--- config.mk ---
export PLATFORM = sky130hd
export DESIGN_NAME = dma_irq_agg
export DESIGN_NICKNAME = d
export VERILOG_FILES = /design/src/rtl/dirq_pkg.sv /design/src/rtl/dirq_decode.sv /design/src/rtl/dirq_chan.sv /design/src/rtl/dirq_glob.sv /design/src/rtl/dma_irq_agg.sv
export SDC_FILE = /design/constraint.sdc
export NUM_CORES = 1
export LEC_CHECK = 0
export BUFFER_PORTS_ARGS = -buffer_cell sky130_fd_sc_hd__buf_4
export CELL_PAD_IN_SITES_DETAIL_PLACEMENT = 1
export CELL_PAD_IN_SITES_GLOBAL_PLACEMENT = 1
export CORE_ASPECT_RATIO = 1.5
export CORE_MARGIN = 8
export CORE_UTILIZATION = 41
export DETAILED_ROUTE_END_ITERATION = 10
export PLACE_DENSITY = 0.91
export SKIP_LAST_GASP = 1
export SYNTH_ARGS = -nofsm -noshare
export SYNTH_HDL_FRONTEND = slang
export SYNTH_HIERARCHICAL = 1
export SYNTH_SLANG_ARGS = --single-unit
--- constraint.sdc ---
create_clock -name clk -period 3 [get_ports clk]
set_input_delay 0.3 -clock clk [delete_from_list [all_inputs] [get_ports clk]]
set_output_delay 0.3 -clock clk [all_outputs]
set_load 0.02 [all_outputs]
--- src/rtl/dirq_pkg.sv ---
package dirq_pkg;
  localparam int EVT_W = 5;

  typedef enum logic [2:0] {
    EV_BLOCK      = 3'd0,
    EV_SUPERBLOCK = 3'd1,
    EV_FRAME      = 3'd2,
    EV_HALFFRAME  = 3'd3,
    EV_LASTFRAME  = 3'd4
  } evt_bit_e;

  // byte offsets inside a window (window 0 = global, window i+1 = channel i)
  localparam logic [7:0] G_PEND = 8'h00;
  localparam logic [7:0] G_EN   = 8'h10;
  localparam logic [7:0] G_IDLE = 8'h2C;
  localparam logic [7:0] C_MASK = 8'h40;
  localparam logic [7:0] C_STAT = 8'h44;
endpackage

--- src/rtl/dirq_decode.sv ---
module dirq_decode
  import dirq_pkg::*;
#(
  parameter int NUM_CH   = 8,
  parameter int ADDR_W   = 12,
  parameter int WIN_LOG2 = 8
) (
  input  logic [ADDR_W-1:0] addr,
  input  logic              wen,
  output logic              sel_pend,
  output logic              sel_en,
  output logic              sel_idle,
  output logic [NUM_CH-1:0] sel_mask,
  output logic [NUM_CH-1:0] sel_stat,
  output logic              we_pend,
  output logic              we_en,
  output logic [NUM_CH-1:0] we_mask,
  output logic [NUM_CH-1:0] we_stat
);
  localparam int WIN_W = ADDR_W - WIN_LOG2;

  logic [WIN_W-1:0]    win;
  logic [WIN_LOG2-1:0] off;

  assign win = addr[ADDR_W-1:WIN_LOG2];
  assign off = addr[WIN_LOG2-1:0];

  assign sel_pend = (win == '0) && (off == WIN_LOG2'(G_PEND));
  assign sel_en   = (win == '0) && (off == WIN_LOG2'(G_EN));
  assign sel_idle = (win == '0) && (off == WIN_LOG2'(G_IDLE));

  for (genvar c = 0; c < NUM_CH; c++) begin : g_ch
    assign sel_mask[c] = (win == WIN_W'(c + 1)) && (off == WIN_LOG2'(C_MASK));
    assign sel_stat[c] = (win == WIN_W'(c + 1)) && (off == WIN_LOG2'(C_STAT));
  end

  assign we_pend = wen & sel_pend;
  assign we_en   = wen & sel_en;
  assign we_mask = {NUM_CH{wen}} & sel_mask;
  assign we_stat = {NUM_CH{wen}} & sel_stat;
endmodule

--- src/rtl/dirq_chan.sv ---
module dirq_chan
  import dirq_pkg::*;
(
  input  logic             clk,
  input  logic             rst,
  input  logic [EVT_W-1:0] evt,
  input  logic             mask_we,
  input  logic             stat_we,
  input  logic [EVT_W-1:0] wdata,
  output logic [EVT_W-1:0] mask_q,
  output logic [EVT_W-1:0] stat_q,
  output logic             hit
);
  logic [EVT_W-1:0] keep;

  // write-zero clears a bit, write-one keeps it
  assign keep = stat_we ? wdata : '1;

  always_ff @(posedge clk) begin
    if (rst) begin
      mask_q <= '0;
      stat_q <= '0;
    end else begin
      if (mask_we) mask_q <= wdata;
      stat_q <= (stat_q & keep) | evt;
    end
  end

  // includes this cycle's events so a same-cycle pending clear loses
  assign hit = |(mask_q & (stat_q | evt));
endmodule

--- src/rtl/dirq_glob.sv ---
module dirq_glob #(
  parameter int NUM_CH = 8
) (
  input  logic              clk,
  input  logic              rst,
  input  logic [NUM_CH-1:0] hit,
  input  logic              pend_we,
  input  logic              en_we,
  input  logic [NUM_CH-1:0] wdata,
  output logic [NUM_CH-1:0] pend_q,
  output logic [NUM_CH-1:0] en_q,
  output logic              irq_q
);
  logic [NUM_CH-1:0] clr;

  assign clr = pend_we ? wdata : '0;

  always_ff @(posedge clk) begin
    if (rst) begin
      pend_q <= '0;
      en_q   <= '0;
      irq_q  <= 1'b0;
    end else begin
      pend_q <= (pend_q & ~clr) | hit;
      if (en_we) en_q <= wdata;
      irq_q <= |(pend_q & en_q);
    end
  end
endmodule

--- src/rtl/dma_irq_agg.sv ---
module dma_irq_agg
  import dirq_pkg::*;
#(
  parameter int NUM_CH   = 8,
  parameter int ADDR_W   = 12,
  parameter int WIN_LOG2 = 8
) (
  input  logic                    clk,
  input  logic                    rst,
  input  logic [NUM_CH*EVT_W-1:0] ch_evt,
  input  logic [NUM_CH-1:0]       ch_busy,
  input  logic [ADDR_W-1:0]       reg_addr,
  input  logic                    reg_wen,
  input  logic [31:0]             reg_wdata,
  output logic [31:0]             reg_rdata,
  output logic                    irq
);
  logic              sel_pend, sel_en, sel_idle, we_pend, we_en;
  logic [NUM_CH-1:0] sel_mask, sel_stat, we_mask, we_stat;
  logic [NUM_CH-1:0] chan_hit, pend_q, en_q;
  logic [NUM_CH*EVT_W-1:0] mask_flat, stat_flat;
  logic [31:0] rd_next;
  logic        unused_wdata;

  assign unused_wdata = ^reg_wdata;

  dirq_decode #(.NUM_CH(NUM_CH), .ADDR_W(ADDR_W), .WIN_LOG2(WIN_LOG2)) u_dec (
    .addr(reg_addr), .wen(reg_wen),
    .sel_pend(sel_pend), .sel_en(sel_en), .sel_idle(sel_idle),
    .sel_mask(sel_mask), .sel_stat(sel_stat),
    .we_pend(we_pend), .we_en(we_en), .we_mask(we_mask), .we_stat(we_stat)
  );

  for (genvar c = 0; c < NUM_CH; c++) begin : g_chan
    dirq_chan u_chan (
      .clk(clk), .rst(rst),
      .evt(ch_evt[c*EVT_W +: EVT_W]),
      .mask_we(we_mask[c]), .stat_we(we_stat[c]),
      .wdata(reg_wdata[EVT_W-1:0]),
      .mask_q(mask_flat[c*EVT_W +: EVT_W]),
      .stat_q(stat_flat[c*EVT_W +: EVT_W]),
      .hit(chan_hit[c])
    );
  end

  dirq_glob #(.NUM_CH(NUM_CH)) u_glob (
    .clk(clk), .rst(rst), .hit(chan_hit),
    .pend_we(we_pend), .en_we(we_en), .wdata(reg_wdata[NUM_CH-1:0]),
    .pend_q(pend_q), .en_q(en_q), .irq_q(irq)
  );

  always_comb begin
    rd_next = '0;
    if (sel_pend) rd_next[NUM_CH-1:0] = pend_q;
    if (sel_en)   rd_next[NUM_CH-1:0] = en_q;
    if (sel_idle) rd_next[NUM_CH-1:0] = ~ch_busy;
    for (int c = 0; c < NUM_CH; c++) begin
      if (sel_mask[c]) rd_next[EVT_W-1:0] = mask_flat[c*EVT_W +: EVT_W];
      if (sel_stat[c]) rd_next[EVT_W-1:0] = stat_flat[c*EVT_W +: EVT_W];
    end
  end

  always_ff @(posedge clk) begin
    if (rst) reg_rdata <= '0;
    else     reg_rdata <= rd_next;
  end
endmodule

[Word-level counts from Yosys, hierarchy flattened]
Cells that the tools add are included.
Storage, ports and cells
  output and inout bits: 33
  flip-flop bits (word level): 129
  input port bits: 95
Cells by class
  bitwise logic cells: 41
  reduce and logical (&&, ||, !) cells: 30
  equal/unequal tests: 12
  muxes and demuxes: 28
Operators by type and width (count)
  2-to-1 mux 5 bit: 24
  bitwise AND 5 bit: 16
  bitwise OR 5 bit: 16
  OR reduction 5 bit: 8
  bitwise AND 8 bit: 4
  2-to-1 mux 8 bit: 4
  logical AND 1 bit: 19
  equality test 4 x 3 -> 1 bit, second input constant: 4
  equality test 8 x 7 -> 1 bit, second input constant: 2
  NOT 8 bit: 2
  equality test 4 x 2 -> 1 bit, second input constant: 2
  equality test 8 x 5 -> 1 bit, second input constant: 1
  equality test 8 x 6 -> 1 bit, second input constant: 1
  zero test 8 bit: 1
  bitwise OR 8 bit: 1
  OR reduction 8 bit: 1
  equality test 4 x 1 -> 1 bit, second input constant: 1
  equality test 4 bit, second input constant: 1
  zero test 4 bit: 1
  bitwise AND 1 bit: 2

[Logic depth before layout (Yosys ltp)]
  depth in word-level cells: 21
  gate-level depth with buffers: 10
  gate-level depth less buffers: 7

[By module]
The synthesis kept the hierarchy.
By module, submodules not included
  dirq_chan: instances 8, cells each 44, area each 396.6 um^2
  dma_irq_agg: instances 1, cells each 200, area each 1430.1 um^2
  dirq_glob: instances 1, cells each 56, area each 651.9 um^2
  dirq_decode: instances 1, cells each 69, area each 554.3 um^2

[Least setup slack after synthesis]
OpenSTA, ideal clock, no wires.
  kind: input-to-reg
  from: input reg_addr[1]
  to: register reg_rdata[0]
  buffers on the path: 2
  setup slack: 643 ps
  arrival: 2270 ps
  setup time: 87 ps
  required time: 2913 ps
  stages on the path: 9
  path through: or4_1 -> clkbuf_1 -> nor3_1 -> buf_2 -> nor3b_1 -> a21oi_1 -> o21bai_1 -> o32a_1 -> o31ai_1
On the way
  elaborated cells on any way between the ends: 43
RTL lines
  from (decl): RTL line dma_irq_agg.sv:12  | input logic [ADDR_W-1:0] reg_addr,
  equality test 8 x 7 -> 1 bit: RTL line dirq_decode.sv:33  | assign sel_mask[c] = (win == WIN_W'(c + 1)) && (off == WIN_LOG2'(C_MASK));
  logical AND 1 bit: RTL line dirq_decode.sv:33
  named net sel_mask[6]: RTL line dma_irq_agg.sv:19  | logic [NUM_CH-1:0] sel_mask, sel_stat, we_mask, we_stat;
  2-to-1 mux 5 bit: RTL line dma_irq_agg.sv:58  | if (sel_mask[c]) rd_next[EVT_W-1:0] = mask_flat[c*EVT_W +: EVT_W];
  2-to-1 mux 5 bit: RTL line dma_irq_agg.sv:59  | if (sel_stat[c]) rd_next[EVT_W-1:0] = stat_flat[c*EVT_W +: EVT_W];
  2-to-1 mux 5 bit: RTL line dma_irq_agg.sv:58
  2-to-1 mux 5 bit: RTL line dma_irq_agg.sv:59
  to (signal assigned): RTL line dma_irq_agg.sv:65  | else reg_rdata <= rd_next;
  to (decl): RTL line dma_irq_agg.sv:15  | output logic [31:0] reg_rdata,
The timed path passes the listed nets, and every way through them passes these cells.
A chain may end at the register's enable or synchronous reset.

[Final worst setup path]
  from: input reg_addr[1]
  to: register reg_rdata[4]
On the way
  elaborated cells on any way between the ends: 43
RTL lines
  equality test 8 x 5 -> 1 bit: RTL line dirq_decode.sv:29  | assign sel_en = (win == '0) && (off == WIN_LOG2'(G_EN));
  logical AND 1 bit: RTL line dirq_decode.sv:29
  named net sel_en: RTL line dma_irq_agg.sv:18  | logic sel_pend, sel_en, sel_idle, we_pend, we_en;
  2-to-1 mux 8 bit: RTL line dma_irq_agg.sv:55  | if (sel_en) rd_next[NUM_CH-1:0] = en_q;
  2-to-1 mux 8 bit: RTL line dma_irq_agg.sv:56  | if (sel_idle) rd_next[NUM_CH-1:0] = ~ch_busy;
  2-to-1 mux 5 bit: RTL line dma_irq_agg.sv:58
  2-to-1 mux 5 bit: RTL line dma_irq_agg.sv:59
  2-to-1 mux 5 bit: RTL line dma_irq_agg.sv:58
  [... 5 more ...]
  2-to-1 mux 5 bit: RTL line dma_irq_agg.sv:58
  2-to-1 mux 5 bit: RTL line dma_irq_agg.sv:59
  2-to-1 mux 5 bit: RTL line dma_irq_agg.sv:58
  2-to-1 mux 5 bit: RTL line dma_irq_agg.sv:59
  2-to-1 mux 5 bit: RTL line dma_irq_agg.sv:58
  2-to-1 mux 5 bit: RTL line dma_irq_agg.sv:59
  2-to-1 mux 5 bit: RTL line dma_irq_agg.sv:58
  2-to-1 mux 5 bit: RTL line dma_irq_agg.sv:59
The timed path passes the listed nets, and every way through them passes these cells.

==> results.cfg <==
[outcome]
outcome = completed

[worst_setup_path]
cp_cell_sequence = buf_4 > or4_1 > nor4_1 > nor2b_1 > buf_4 > a221oi_1 > o21ai_0 > a21oi_1 > o31ai_1
worst_ep_arrival_time_ps = 2750
max_stage_delay_ps = 620
cp_top_family = simple AND/OR/NAND/NOR gates
cp_num_buf_inv = 2
cpMostUsedCell = buf_4
cp.required_ps = 3240
worstSetupEndpointType = flop
crit_fanout = 5
crit_path_start_kind = primary input
cpMaxStageDelayCell = or4_1
path_class = in2reg

[synth]
synthFlopType = dfxtp_1
syn_inst = 677
yosys.area.top_type_share_pct = 36.18
syn_area_per_cell_sq_um = 8.581
synth.area.top_cells = dfxtp_1 36%, mux2i_1 9.0%, nor2_1 6.3%, nand2b_1 4.6%, a21oi_1 4.5%
ys_ff_latch = 105
async_reset_ff_share_pct = 0
yosys.area.top_type = dfxtp_1
ys_types = 61
syn_area_sq_um = 5809
ys.warnings.count = 6
synth-edff-count = 0
yosysSeqAreaShare_pct = 36.18

[global_route]
grt.overflow.total = 0
grt_pass1_vias = 5943
grtUsageTotal_pct = 21.64
grt_pass1_wl_mm = 31.19
antenna_found_initial = 0
grt_max_degree = 48

[placement]
dp.cells = 919
routabilityCongestion = 0.9278
port_buffers = 79
place_hpwl_mm = 14.44
placed_cell_area_sq_um = 6507
pre_cts_slack_ps = 145.2

[timing]
setup_tns_ps = 0
hold_viol_final = 0
fmax_ghz = 0.3971
fin_crit_sh_pct = 83.93
worstMarginPinSlew_ps = 686.3
fin_worst_skew_ps = 8.227
final_max_slew_viol_count = 0
finalSetupViolCount = 0
min_period_ps = 2518
relSlewSlack_pct = 53.89
setup_ws_ps = 482.0
grt_setup_unrepaired = false
whs_ps = 114.8

[floorplan]
core_region_area_sq_um = 13930
pin_count = 128
die_h_um = 161.8
std_cell_rows = 53
die-area_sq_um = 18310
die_w_um = 113.2
initial_core_util_pct = 41.72

[cts]
htree_levels = 3
cts_setup_buffers = 0
cts_made_buffers = 9
path_clk_slew_ps = 70
clock_latency_ps = 360
cts_resized = 0
clkSinkCount = 105
cts_tree = built
clockBufferDepth = 2
cts_root_buf = clkbuf_16
holdBufCountCts = 0

[detailed_routing]
firstDrtPassIters = 5
via_per_inst = 5.856
detail_route.wl_per_cell_um = 20.93
drtIter0Drc = 266
drc = 0
num_vias = 5475
antenna_left = 0
routed_wl_mm = 19.57

[layout]
fin_area_sq_um = 6824
fin_cells = 935
layout-drive-gt1-share_pct = 21.69
most-common-layout-cells = 116 x buf_4, 105 x dfxtp_1, 98 x nor2_1, 52 x a21oi_1, 52 x mux2i_1
seq_area_sq_um = 2102
fin_util_pct = 49.00
area_growth_pct = 17.47
multiInputGateArea_sq_um = 3287
finalNetCount = 860
fillers = 1687
antenna_cells = 0
mostFrequentLayoutCell = buf_4

[hold_path]
min_path_type = in2reg

[pwr]
leakage_nw = 2.452
total_power_mw = 2.980
ir_worst_vdd_uv = 304.7
power.density_nw_per_um2 = 436.7

[job]
drv_cap = 0
-- path summary, 6_finish.rpt --
| path | from | slack, ps | end | depth (start not counted) |
|---|---|---|---|---|
| hold / removal | ch_busy[6] | 110 | reg_rdata[6] | 2 |
| setup / recovery | reg_addr[1] | 480 | reg_rdata[4] | 9 |
| hold reg to reg | g_chan[1].u_chan/stat_q[2] | 510 | g_chan[1].u_chan/stat_q[2] | 2 |
| setup reg to reg | g_chan[2].u_chan/mask_q[3] | 1480 | reg_rdata[3] | 5 |
-- final cells by class --
type                    instances  area share (%)
repair buffers                116           12.76
clock buffers                  12           3.905
clock inverters                 4          0.7334
well taps                     165           3.025
flip-flops and latches        105           30.80
inverters                      11          0.6051
multi-input cells             522           48.17
-- kinds of logic after synthesis --
group / share of synthesized area (%)
and+or+nand+nor: 25.78
AOI/OAI and AO/OA: 19.99
DFF: 36.18
buffers and inverters: 8.830
muxes: 9.154
other: 0.06455
-- cells in the mapped netlist, drive strengths merged (5+ instances only) --
library cell / instances
buf: 59
nor3b: 13
o31ai: 5
dfxtp: 105
inv: 11
o221ai: 5
and3: 9
mux2i: 52
a22oi: 9
nor4: 20
nor3: 24
nand2: 22
a21oi: 53
nand3: 8
o21ba: 8
nor2b: 6
or4b: 7
a21boi: 8
nor2: 99
o21ai: 55
nand2b: 43
a221oi: 9
-- state kept, by name, summed over array words and instances, names as in the netlist --
register	count
g_chan.u_chan/mask_q	40
u_glob/irq_q	1
u_glob/pend_q	8
g_chan.u_chan/stat_q	40
u_glob/en_q	8
reg_rdata	8
-- power breakdown --
| part | internal (mW) | switching, mW |
|---|---|---|
| clock | 0.714 | 0.536 |
| combinational | 0.104 | 0.158 |
| sequential | 1.43 | 0.0357 |
-- routing by layer --
layer | global-route usage [%] | routed length [um]
met5 | 0 | 0
met4 | 12.23 | 1028
met3 | 4.571 | 947
met2 | 39.24 | 10170
met1 | 22.54 | 7419
Note: power is estimated with default switching activity, not from simulation.
